[src/rtl/eeprom_i2c_pkg.sv]
package eeprom_i2c_pkg;
  localparam logic [3:0] DEV_CODE = 4'b1010;

  typedef enum logic [2:0] {
    ST_IDLE, ST_RX, ST_ACK, ST_TX, ST_MACK, ST_SKIP
  } eng_st_t;

  typedef enum logic [1:0] {
    K_CTRL, K_ADDR, K_DATA
  } rx_kind_t;
endpackage

[src/rtl/line_sampler.sv]
module line_sampler (
  input  logic clk,
  input  logic rst,
  input  logic scl_i,
  input  logic sda_i,
  output logic scl_s,
  output logic sda_s,
  output logic scl_rise,
  output logic scl_fall,
  output logic start_ev,
  output logic stop_ev
);
  logic scl_m, sda_m, scl_q, sda_q;

  always_ff @(posedge clk) begin
    if (rst) begin
      scl_m <= 1'b1; sda_m <= 1'b1;
      scl_s <= 1'b1; sda_s <= 1'b1;
      scl_q <= 1'b1; sda_q <= 1'b1;
    end else begin
      scl_m <= scl_i; sda_m <= sda_i;
      scl_s <= scl_m; sda_s <= sda_m;
      scl_q <= scl_s; sda_q <= sda_s;
    end
  end

  assign scl_rise = scl_s & ~scl_q;
  assign scl_fall = ~scl_s & scl_q;
  assign start_ev = scl_s & scl_q & sda_q & ~sda_s;
  assign stop_ev  = scl_s & scl_q & ~sda_q & sda_s;
endmodule

[src/rtl/byte_store.sv]
module byte_store #(
  parameter int ADDR_W = 8
) (
  input  logic              clk,
  input  logic              we,
  input  logic [ADDR_W-1:0] wa,
  input  logic [7:0]        wd,
  input  logic [ADDR_W-1:0] ra,
  output logic [7:0]        rd
);
  localparam int DEPTH = 1 << ADDR_W;
  logic [7:0] mem [DEPTH];

  initial begin
    for (int i = 0; i < DEPTH; i++) mem[i] = 8'h00;
  end

  always_ff @(posedge clk) begin
    if (we) mem[wa] <= wd;
    rd <= mem[ra];
  end
endmodule

[src/rtl/page_writer.sv]
module page_writer #(
  parameter int ADDR_W      = 8,
  parameter int PAGE_BYTES  = 16,
  parameter int HOLD_CYCLES = 2000
) (
  input  logic              clk,
  input  logic              rst,
  input  logic              wr_en,
  input  logic [ADDR_W-1:0] wr_addr,
  input  logic [7:0]        wr_data,
  input  logic              commit,
  input  logic              abort,
  output logic              busy,
  output logic              mem_we,
  output logic [ADDR_W-1:0] mem_addr,
  output logic [7:0]        mem_wd
);
  localparam int PG_W = $clog2(PAGE_BYTES);
  localparam int HC_W = $clog2(HOLD_CYCLES + 1);
  localparam logic [PG_W-1:0] LAST_IDX = PG_W'(PAGE_BYTES - 1);
  localparam logic [HC_W-1:0] LAST_CNT = HC_W'(HOLD_CYCLES - 1);

  logic [7:0]             pbuf [PAGE_BYTES];
  logic [PAGE_BYTES-1:0]  vld;
  logic [ADDR_W-PG_W-1:0] base;
  logic                   drain;
  logic [PG_W-1:0]        idx;
  logic [HC_W-1:0]        cnt;

  always_ff @(posedge clk) begin
    if (wr_en) pbuf[wr_addr[PG_W-1:0]] <= wr_data;
  end

  always_ff @(posedge clk) begin
    if (rst) begin
      vld <= '0; base <= '0; drain <= 1'b0; idx <= '0; cnt <= '0;
      busy <= 1'b0; mem_we <= 1'b0; mem_addr <= '0; mem_wd <= '0;
    end else begin
      mem_we <= 1'b0;
      if (abort && !busy) vld <= '0;
      if (wr_en) begin
        vld[wr_addr[PG_W-1:0]] <= 1'b1;
        base <= wr_addr[ADDR_W-1:PG_W];
      end
      if (commit) begin
        busy <= 1'b1; drain <= 1'b1; idx <= '0; cnt <= '0;
      end else if (drain) begin
        if (vld[idx]) begin
          mem_we   <= 1'b1;
          mem_addr <= {base, idx};
          mem_wd   <= pbuf[idx];
          vld[idx] <= 1'b0;
        end
        idx <= idx + 1'b1;
        if (idx == LAST_IDX) drain <= 1'b0;
      end else if (busy) begin
        cnt <= cnt + 1'b1;
        if (cnt == LAST_CNT) busy <= 1'b0;
      end
    end
  end

  // the engine never forwards a data byte while a write is running
  a_r4_no_fill_busy: assert property (@(posedge clk) disable iff (rst)
    !(wr_en && busy));
  // a commit always starts an internal write
  a_r5_commit_busy: assert property (@(posedge clk) disable iff (rst)
    commit |=> busy);
endmodule

[src/rtl/proto_engine.sv]
module proto_engine
  import eeprom_i2c_pkg::*;
#(
  parameter int ADDR_W     = 8,
  parameter int PAGE_BYTES = 16
) (
  input  logic              clk,
  input  logic              rst,
  input  logic              scl_s,
  input  logic              sda_s,
  input  logic              scl_rise,
  input  logic              scl_fall,
  input  logic              start_ev,
  input  logic              stop_ev,
  input  logic [2:0]        sel_i,
  input  logic              busy_i,
  input  logic [7:0]        rd_data,
  output logic [ADDR_W-1:0] ptr,
  output logic              wr_en,
  output logic [ADDR_W-1:0] wr_addr,
  output logic [7:0]        wr_data,
  output logic              commit,
  output logic              abort,
  output logic              sda_pull_o
);
  localparam int PG_W = $clog2(PAGE_BYTES);
  localparam logic [PG_W-1:0] PG_ONE = PG_W'(1);

  eng_st_t  st;
  rx_kind_t kind;
  logic [3:0] cnt;
  logic [7:0] shreg;
  logic       rd_mode, pend, mack;

  always_ff @(posedge clk) begin
    if (rst) begin
      st <= ST_IDLE; kind <= K_CTRL; cnt <= '0; shreg <= '0;
      rd_mode <= 1'b0; pend <= 1'b0; mack <= 1'b0; ptr <= '0;
      wr_en <= 1'b0; wr_addr <= '0; wr_data <= '0;
      commit <= 1'b0; abort <= 1'b0; sda_pull_o <= 1'b0;
    end else begin
      wr_en <= 1'b0; commit <= 1'b0; abort <= 1'b0;
      if (start_ev) begin
        st <= ST_RX; kind <= K_CTRL; cnt <= '0;
        sda_pull_o <= 1'b0;
        abort <= pend; pend <= 1'b0;
      end else if (stop_ev) begin
        st <= ST_IDLE; sda_pull_o <= 1'b0;
        commit <= pend; pend <= 1'b0;
      end else begin
        unique case (st)
          ST_RX: begin
            if (scl_rise && cnt != 4'd8) begin
              shreg <= {shreg[6:0], sda_s};
              cnt   <= cnt + 1'b1;
            end
            if (scl_fall && cnt == 4'd8) begin
              unique case (kind)
                K_CTRL: begin
                  if (shreg[7:4] == DEV_CODE && shreg[3:1] == sel_i && !busy_i) begin
                    sda_pull_o <= 1'b1; rd_mode <= shreg[0]; st <= ST_ACK;
                  end else begin
                    st <= ST_SKIP;
                  end
                end
                K_ADDR: begin
                  ptr <= shreg; sda_pull_o <= 1'b1; st <= ST_ACK;
                end
                default: begin
                  wr_en <= 1'b1; wr_addr <= ptr; wr_data <= shreg;
                  ptr <= {ptr[ADDR_W-1:PG_W], ptr[PG_W-1:0] + PG_ONE};
                  pend <= 1'b1; sda_pull_o <= 1'b1; st <= ST_ACK;
                end
              endcase
            end
          end
          ST_ACK: begin
            if (scl_fall) begin
              if (rd_mode) begin
                shreg <= rd_data; sda_pull_o <= ~rd_data[7];
                cnt <= 4'd1; st <= ST_TX;
              end else begin
                sda_pull_o <= 1'b0; cnt <= '0; st <= ST_RX;
                kind <= (kind == K_CTRL) ? K_ADDR : K_DATA;
              end
            end
          end
          ST_TX: begin
            if (scl_fall) begin
              if (cnt == 4'd8) begin
                sda_pull_o <= 1'b0; st <= ST_MACK; ptr <= ptr + 1'b1;
              end else begin
                shreg <= {shreg[6:0], 1'b0};
                sda_pull_o <= ~shreg[6];
                cnt <= cnt + 1'b1;
              end
            end
          end
          ST_MACK: begin
            if (scl_rise) mack <= ~sda_s;
            if (scl_fall) begin
              if (mack) begin
                shreg <= rd_data; sda_pull_o <= ~rd_data[7];
                cnt <= 4'd1; st <= ST_TX;
              end else begin
                st <= ST_SKIP;
              end
            end
          end
          default: ;
        endcase
      end
    end
  end

  // the SDA enable only ever moves while SCL is low
  a_r3_move_scl_low: assert property (@(posedge clk) disable iff (rst)
    !$stable(sda_pull_o) |-> !scl_s);
  // a control-byte acknowledge is never given while busy
  a_r4_no_ack_busy: assert property (@(posedge clk) disable iff (rst)
    ($rose(sda_pull_o) && $past(st == ST_RX && kind == K_CTRL)) |-> !$past(busy_i));
  // after a master non-acknowledge the line stays released
  a_r10_release: assert property (@(posedge clk) disable iff (rst)
    (st == ST_SKIP) |-> !sda_pull_o);
endmodule

[src/rtl/eeprom_i2c_target.sv]
module eeprom_i2c_target #(
  parameter int ADDR_W      = 8,
  parameter int PAGE_BYTES  = 16,
  parameter int HOLD_CYCLES = 2000
) (
  input  logic       clk,
  input  logic       rst,
  input  logic       scl_i,
  input  logic       sda_i,
  output logic       sda_pull_o,
  input  logic [2:0] sel_i
);
  logic scl_s, sda_s, scl_rise, scl_fall, start_ev, stop_ev;
  logic [ADDR_W-1:0] ptr, wr_addr, mem_addr;
  logic [7:0] wr_data, mem_wd, rd_data;
  logic wr_en, commit, abort, busy, mem_we;

  line_sampler u_smp (
    .clk(clk), .rst(rst), .scl_i(scl_i), .sda_i(sda_i),
    .scl_s(scl_s), .sda_s(sda_s), .scl_rise(scl_rise), .scl_fall(scl_fall),
    .start_ev(start_ev), .stop_ev(stop_ev)
  );

  proto_engine #(.ADDR_W(ADDR_W), .PAGE_BYTES(PAGE_BYTES)) u_eng (
    .clk(clk), .rst(rst), .scl_s(scl_s), .sda_s(sda_s),
    .scl_rise(scl_rise), .scl_fall(scl_fall), .start_ev(start_ev), .stop_ev(stop_ev),
    .sel_i(sel_i), .busy_i(busy), .rd_data(rd_data), .ptr(ptr),
    .wr_en(wr_en), .wr_addr(wr_addr), .wr_data(wr_data),
    .commit(commit), .abort(abort), .sda_pull_o(sda_pull_o)
  );

  page_writer #(.ADDR_W(ADDR_W), .PAGE_BYTES(PAGE_BYTES), .HOLD_CYCLES(HOLD_CYCLES)) u_pw (
    .clk(clk), .rst(rst), .wr_en(wr_en), .wr_addr(wr_addr), .wr_data(wr_data),
    .commit(commit), .abort(abort), .busy(busy),
    .mem_we(mem_we), .mem_addr(mem_addr), .mem_wd(mem_wd)
  );

  byte_store #(.ADDR_W(ADDR_W)) u_mem (
    .clk(clk), .we(mem_we), .wa(mem_addr), .wd(mem_wd), .ra(ptr), .rd(rd_data)
  );
endmodule

[config.mk]
export PLATFORM = sky130hd
export DESIGN_NAME = eeprom_i2c_target
export DESIGN_NICKNAME = d
export VERILOG_FILES = /design/src/rtl/eeprom_i2c_pkg.sv /design/src/rtl/line_sampler.sv /design/src/rtl/byte_store.sv /design/src/rtl/page_writer.sv /design/src/rtl/proto_engine.sv /design/src/rtl/eeprom_i2c_target.sv
export SDC_FILE = /design/constraint.sdc
export NUM_CORES = 2
export LEC_CHECK = 0
export BUFFER_PORTS_ARGS = -buffer_cell sky130_fd_sc_hd__buf_2
export CAP_MARGIN = 20
export CORE_MARGIN = 5
export CORE_UTILIZATION = 63
export DETAILED_ROUTE_END_ITERATION = 16
export GPL_TIMING_DRIVEN = 0
export PLACE_DENSITY = 0.79
export REMOVE_ABC_BUFFERS = 1
export SYNTH_ARGS = -nofsm -noshare
export SYNTH_HDL_FRONTEND = slang
export SYNTH_SLANG_ARGS = --single-unit
[constraint.sdc]
create_clock -name clk -period 5.85 [get_ports clk]
set_clock_uncertainty 0.2 [all_clocks]
set_input_delay 0.585 -clock clk [delete_from_list [all_inputs] [get_ports clk]]
set_output_delay 0.585 -clock clk [all_outputs]
set_load 0.005 [all_outputs]
* Word level (Yosys, flattened, before mapping) *
Memories as Yosys holds them, arrays and structs flattened. A register that Yosys moved wholly into a read port is not among the register bits.
Index checks and enable logic that the tools add are counted.

storage, ports and cells
  bits in registers = 100
  bits in latches = 0
  RAM bits = 2176
  bits in read-only memories = 0
  input port bits = 7
  output and inout bits = 1
  logic and storage cells = 198
  memories kept = 2

cells by class
  $add $sub $neg = 5
  multipliers = 0
  div/mod/pow operators = 0
  $lt $le $gt $ge = 4
  eq/ne operators = 29
  shifts and indexed selects = 0
  muxes and demuxes = 70
  bitwise operators = 24
  reductions and logical operators = 34

memories
  memory     words  width  rd ports  clocked after memory_dff  write ports  RTL line           RTL
  u_mem.mem  256    8      1         1                         1            byte_store.sv:12   logic [7:0] mem [DEPTH];
  u_pw.pbuf  16     8      1         1                         1            page_writer.sv:23  logic [7:0] pbuf [PAGE_BYTES];

operators by type and width
  operator                                                     number
  2-to-1 mux 16 bit                                            7
  2-to-1 mux 8 bit                                             10
  case mux 8 bit (2 select lines)                              2
  case mux 8 bit (4 select lines)                              1
  2-to-1 mux 1 bit                                             28
  2-to-1 mux 3 bit                                             8
  2-to-1 mux 4 bit                                             6
  inequality test 4 x 3 -> 1 bit (second input constant)       5
  AND reduction 6 bit                                          3
  AND 16 bit                                                   1
  inequality test 2 x 1 -> 1 bit (second input constant)       8
  NOT 16 bit                                                   1
  bitwise OR 16 bit                                            1
  case mux 4 bit (4 select lines)                              1
  AND reduction 8 bit                                          2
  NOT 1 bit                                                    14
  AND reduction 7 bit                                          2
  adder 4 x 1 -> 4 bit (second input constant)                 3
  == test 4 bit (second input constant)                        3
  case mux 3 bit (4 select lines)                              1
  adder 11 x 1 -> 11 bit (second input constant)               1
  == test 11 bit (second input constant)                       1
  less-than comparator 4 x 5 -> 1 bit (second input constant)  2
  AND reduction 10 bit                                         1
  other kinds (28)                                             54

* Logic depth before layout (Yosys ltp) *
  word-level depth = 11
  mapped depth = 12

* Modules after synthesis *
Synthesis repeated with hierarchy kept, for this count alone.

second synthesis, totals
  cells, all modules = 4536
  area, all modules = 89653.5 µm²

modules (own cells, without submodules)
  module        instances  cells each  area an instance (µm²)  sequential area each (µm²)
  byte_store    1          3733        79556.3                 61659.1
  page_writer   1          489         7395.8                  4924.7
  proto_engine  1          298         2511.2                  960.9
  line_sampler  1          16          190.2                   120.1

* Worst setup path after synthesis *
Ideal clock, no wire load.

  path kind = register -> register
  from = reg u_pw.mem_wd[0] (read register of u_pw.pbuf)
  to = mem u_mem.mem[0][0] (data pin)
  arrival = 3.397 ns
  slack = 1.397 ns
  stages on the path, launching flop included = 1
  buffers on the path = 0
  cell sequence = dfxtp_1

RTL lines
  item         RTL line           RTL
  from (decl)  page_writer.sv:16  output logic [7:0] mem_wd
  to (decl)    byte_store.sv:12

No word-level cell before the write port.

==> results.toml <==
[drt]
wire_per_inst_um = 34.3
final_antenna_net_count = 0
viasPerCell = 7.14
totalWireLength_um = 228000
drt_iter0_drc = 7024
vias = 47500
first_pass_iters = 6
drc = 0

[critical_path]
r2r-end = "u_mem.rd[1]$_DFF_P_"
worst-r2r-cell-count = 10
cp.required_ps = 6280
end_kind = "register"
cp.arrival_ps = 5670
worstSetupPathType = "register to register"
critPathLaunchType = "register"
r2r-start = "u_eng.ptr[0]$_SDFFE_PP0P_"
reg2reg_slack_ps = 620
worstPathMaxFanout = 45

[logic_synthesis]
ys.flop_type = "edfxtp_1"
synth_area_um2 = 89400
synth_top_cells_by_area = "edfxtp_1, mux4_2, dfxtp_1, mux2i_1, nor2_1"
seq_area_frac_synth_pct = 75.7
synth-seq-cells = 2292
synth_edf_count = 2176
yosysTopAreaCell = "edfxtp_1"
async_flop_share_pct = 0
yosys-top-cells-count = "edfxtp_1, mux4_2, nor2_1"
synthCells = 4517
yosysWarnings = 0
synth_top_area_share_pct = 73.1
yosysMostFrequentCell = "edfxtp_1"
ys_types = 81
syn_avg_cell_area_um2 = 19.8

[global_route]
grt_pass1_vias = 46900
grt.overflow.total = 0
grt_pass1_wl_um = 329000
grt_use_total_pct = 30.4
grt_max_degree = 101
antenna_found_initial = 11

[floorplanning]
die_w_um = 387
core_area_um2 = 141000
die_area_um2 = 149000
die-height_um = 387
io_pins = 8
initial_core_util_pct = 63.3
rows = 138

[cells_and_area]
stdcell_count = 6645
regArea_um2 = 67700
multi_input_area_um2 = 20200
area_growth_pct = 11.1
drive_gt1_share_pct = 21.1
nFillCells = 8050
utilization_pct = 70.3
finalNetCount = 4576

[timing]
tightest_slew_ps = 1380
min_period_over_period_pct = 89.5
rsz0062_at_grt = "false"
finalSetupViolCount = 0
clock.fmax_mhz = 191
timing.hold.ws_ps = 133
maxSlewHeadroom_pct = 7.92
drv_slew = 0
min_period_ps = 5230
final_hold_viol_count = 0

[clock_network]
cts_tree = "done"
cts_buffers = 215
clk_latency_ps = 860
clock-sinks = 2292
htreeDepth = 4
clock_path_buffers = 3
clk_pin_slew_ps = 60
clockRootBuffer = "clkbuf_16"

[hold_path]
hold_depth = 2
worstHoldStart = "rst"
hold_path.class = "input port to register"
min_to = "u_pw.mem_wd[3]$_SDFFE_PP0P_"

[outcome]
outcome = "complete, no violations"

[power]
power.leakage_nw = 30.5
p_per_area_nw_per_um2 = 316
ir_drop_mv = 0.278

[placed_design]
place_inst = 6225
port_buffers = 7
hpwl_um = 135000
gp_congestion = 0.843

[run]
maxCapViolations = 0
-- timing repair --
action | CTS | global route
buffers inserted | 0 | 0
hold endpoints to repair | 2 | 0
gates resized for setup | 0 | 0
hold buffers | 2 | 0
-- how the worst max path moves through the flow --
stage / from / cells after the start / slack, ps / to
floorplan: u_eng.ptr[0]$_SDFFE_PP0P_ / 6 / -20130 / u_eng.ptr[7]$_SDFFE_PP0P_
global placement: u_eng.ptr[0]$_SDFFE_PP0P_ / 6 / -35490 / u_eng.ptr[7]$_SDFFE_PP0P_
detailed placement: u_eng.ptr[0]$_SDFFE_PP0P_ / 9 / 700 / u_mem.rd[0]$_DFF_P_
CTS: u_eng.ptr[0]$_SDFFE_PP0P_ / 9 / 640 / u_mem.rd[7]$_DFF_P_
global route: u_eng.ptr[0]$_SDFFE_PP0P_ / 10 / 390 / u_mem.rd[1]$_DFF_P_
finish: u_eng.ptr[0]$_SDFFE_PP0P_ / 10 / 620 / u_mem.rd[1]$_DFF_P_
-- worst max-delay path: stages (launching register included) --
cell	delay, ps
dfxtp_4	900
buf_16	370
buf_16	350
buf_16	330
buf_16	310
mux4_2	590
a221oi_1	420
o21ai_0	460
a2111oi_1	550
buf_2	240
o32ai_1	140
-- report_power, final --
| part | leakage [nW] | internal [mW] | switching (mW) |
|---|---|---|---|
| registers | 21.1 | 17.7 | 0.0117 |
| logic | 5.99 | 0.0156 | 0.0316 |
| clock network | 3.40 | 7.74 | 5.96 |
-- cell usage in the layout, fill, tap and decap left out, drive strengths merged, types with 7 or more instances in the layout --
master / count
a211oi: 32
a22oi: 111
a22o: 9
inv: 16
o31ai: 7
bufinv: 14
a21oi: 126
ha: 8
nand3: 41
nand2: 166
clkbuf: 289
or2: 11
nand2b: 22
a311oi: 28
mux2i: 188
o21ai: 53
nand4: 11
dfxtp: 116
nor3b: 7
nor4: 7
and3: 8
mux4: 494
buf: 102
a31oi: 9
o221ai: 20
nor3: 27
nand3b: 10
xor2: 11
diode: 12
nor2: 357
clkinvlp: 8
o211ai: 11
and2: 7
nor2b: 22
mux2: 16
edfxtp: 2176
a221oi: 47
clkinv: 86
-- through the flow --
| step | area (um2) | setup TNS (ps) | setup slack (ps) | total power, mW |
|---|---|---|---|---|
| 3_3_place_gp | 90200 | -5116600 | -35490 | 18.1 |
| 5_1_grt | 99300 | 0 | 394 | 32.2 |
| 6_report | 99300 | 0 | 615 | 31.4 |
| 3_5_place_dp | 92300 | 0 | 700 | 18.1 |
| 2_1_floorplan | 87800 | -308560 | -20130 | 18.1 |
| 4_1_cts | 99200 | 0 | 642 | 31.5 |
-- state kept, by name, summed over array words and instances, names as in the netlist, 2 cells and up --
| register | count |
|---|---|
| u_pw.base | 4 |
| u_eng.kind | 2 |
| u_mem.rd | 8 |
| u_pw.mem_wd | 8 |
| u_eng.wr_data | 8 |
| u_pw.mem_addr | 8 |
| u_pw.vld | 16 |
| u_eng.shreg | 8 |
| u_pw.cnt | 11 |
| u_eng.cnt | 4 |
| u_pw.idx | 4 |
| u_mem.mem | 2048 |
| u_pw.pbuf | 128 |
| u_eng.st | 3 |
| u_eng.wr_addr | 8 |
| u_eng.ptr | 8 |
-- layout make-up --
class                           count  area share, %
Timing Repair Buffer              106           2.03
Tap cell                         1890           2.38
Clock inverter                    111          0.971
Clock buffer                      288           5.99
Inverter                           13         0.0542
Antenna cell                       12         0.0302
Multi-Input combinational cell   1933           20.4
Sequential cell                  2292           68.2
-- kinds of logic (layout without fill, tap and decap cells) --
logic type      count (synthesis)  count (layout)  synth area share, %
flops                        2292            2292                 75.7
mux                           698             698                 14.8
fa+ha+maj                       8               8                0.112
simple gates                  713             713                 3.54
xor+xnor                       15              15                0.147
buf+inv                       292             518                 1.83
other cells                     0              12                    0
compound gates                499             499                 3.90
-- metal layers --
layer / GRT usage [%] / up-vias / wire [um]
met3: 8.71 / 704 / 28900
met5: 0 / - / 41
li1: - / 18700 / -
met2: 47.2 / 3759 / 109000
met4: 13.4 / 6 / 11000
met1: 41.2 / 24300 / 78700
Note: power is estimated with default switching activity, not from simulation.
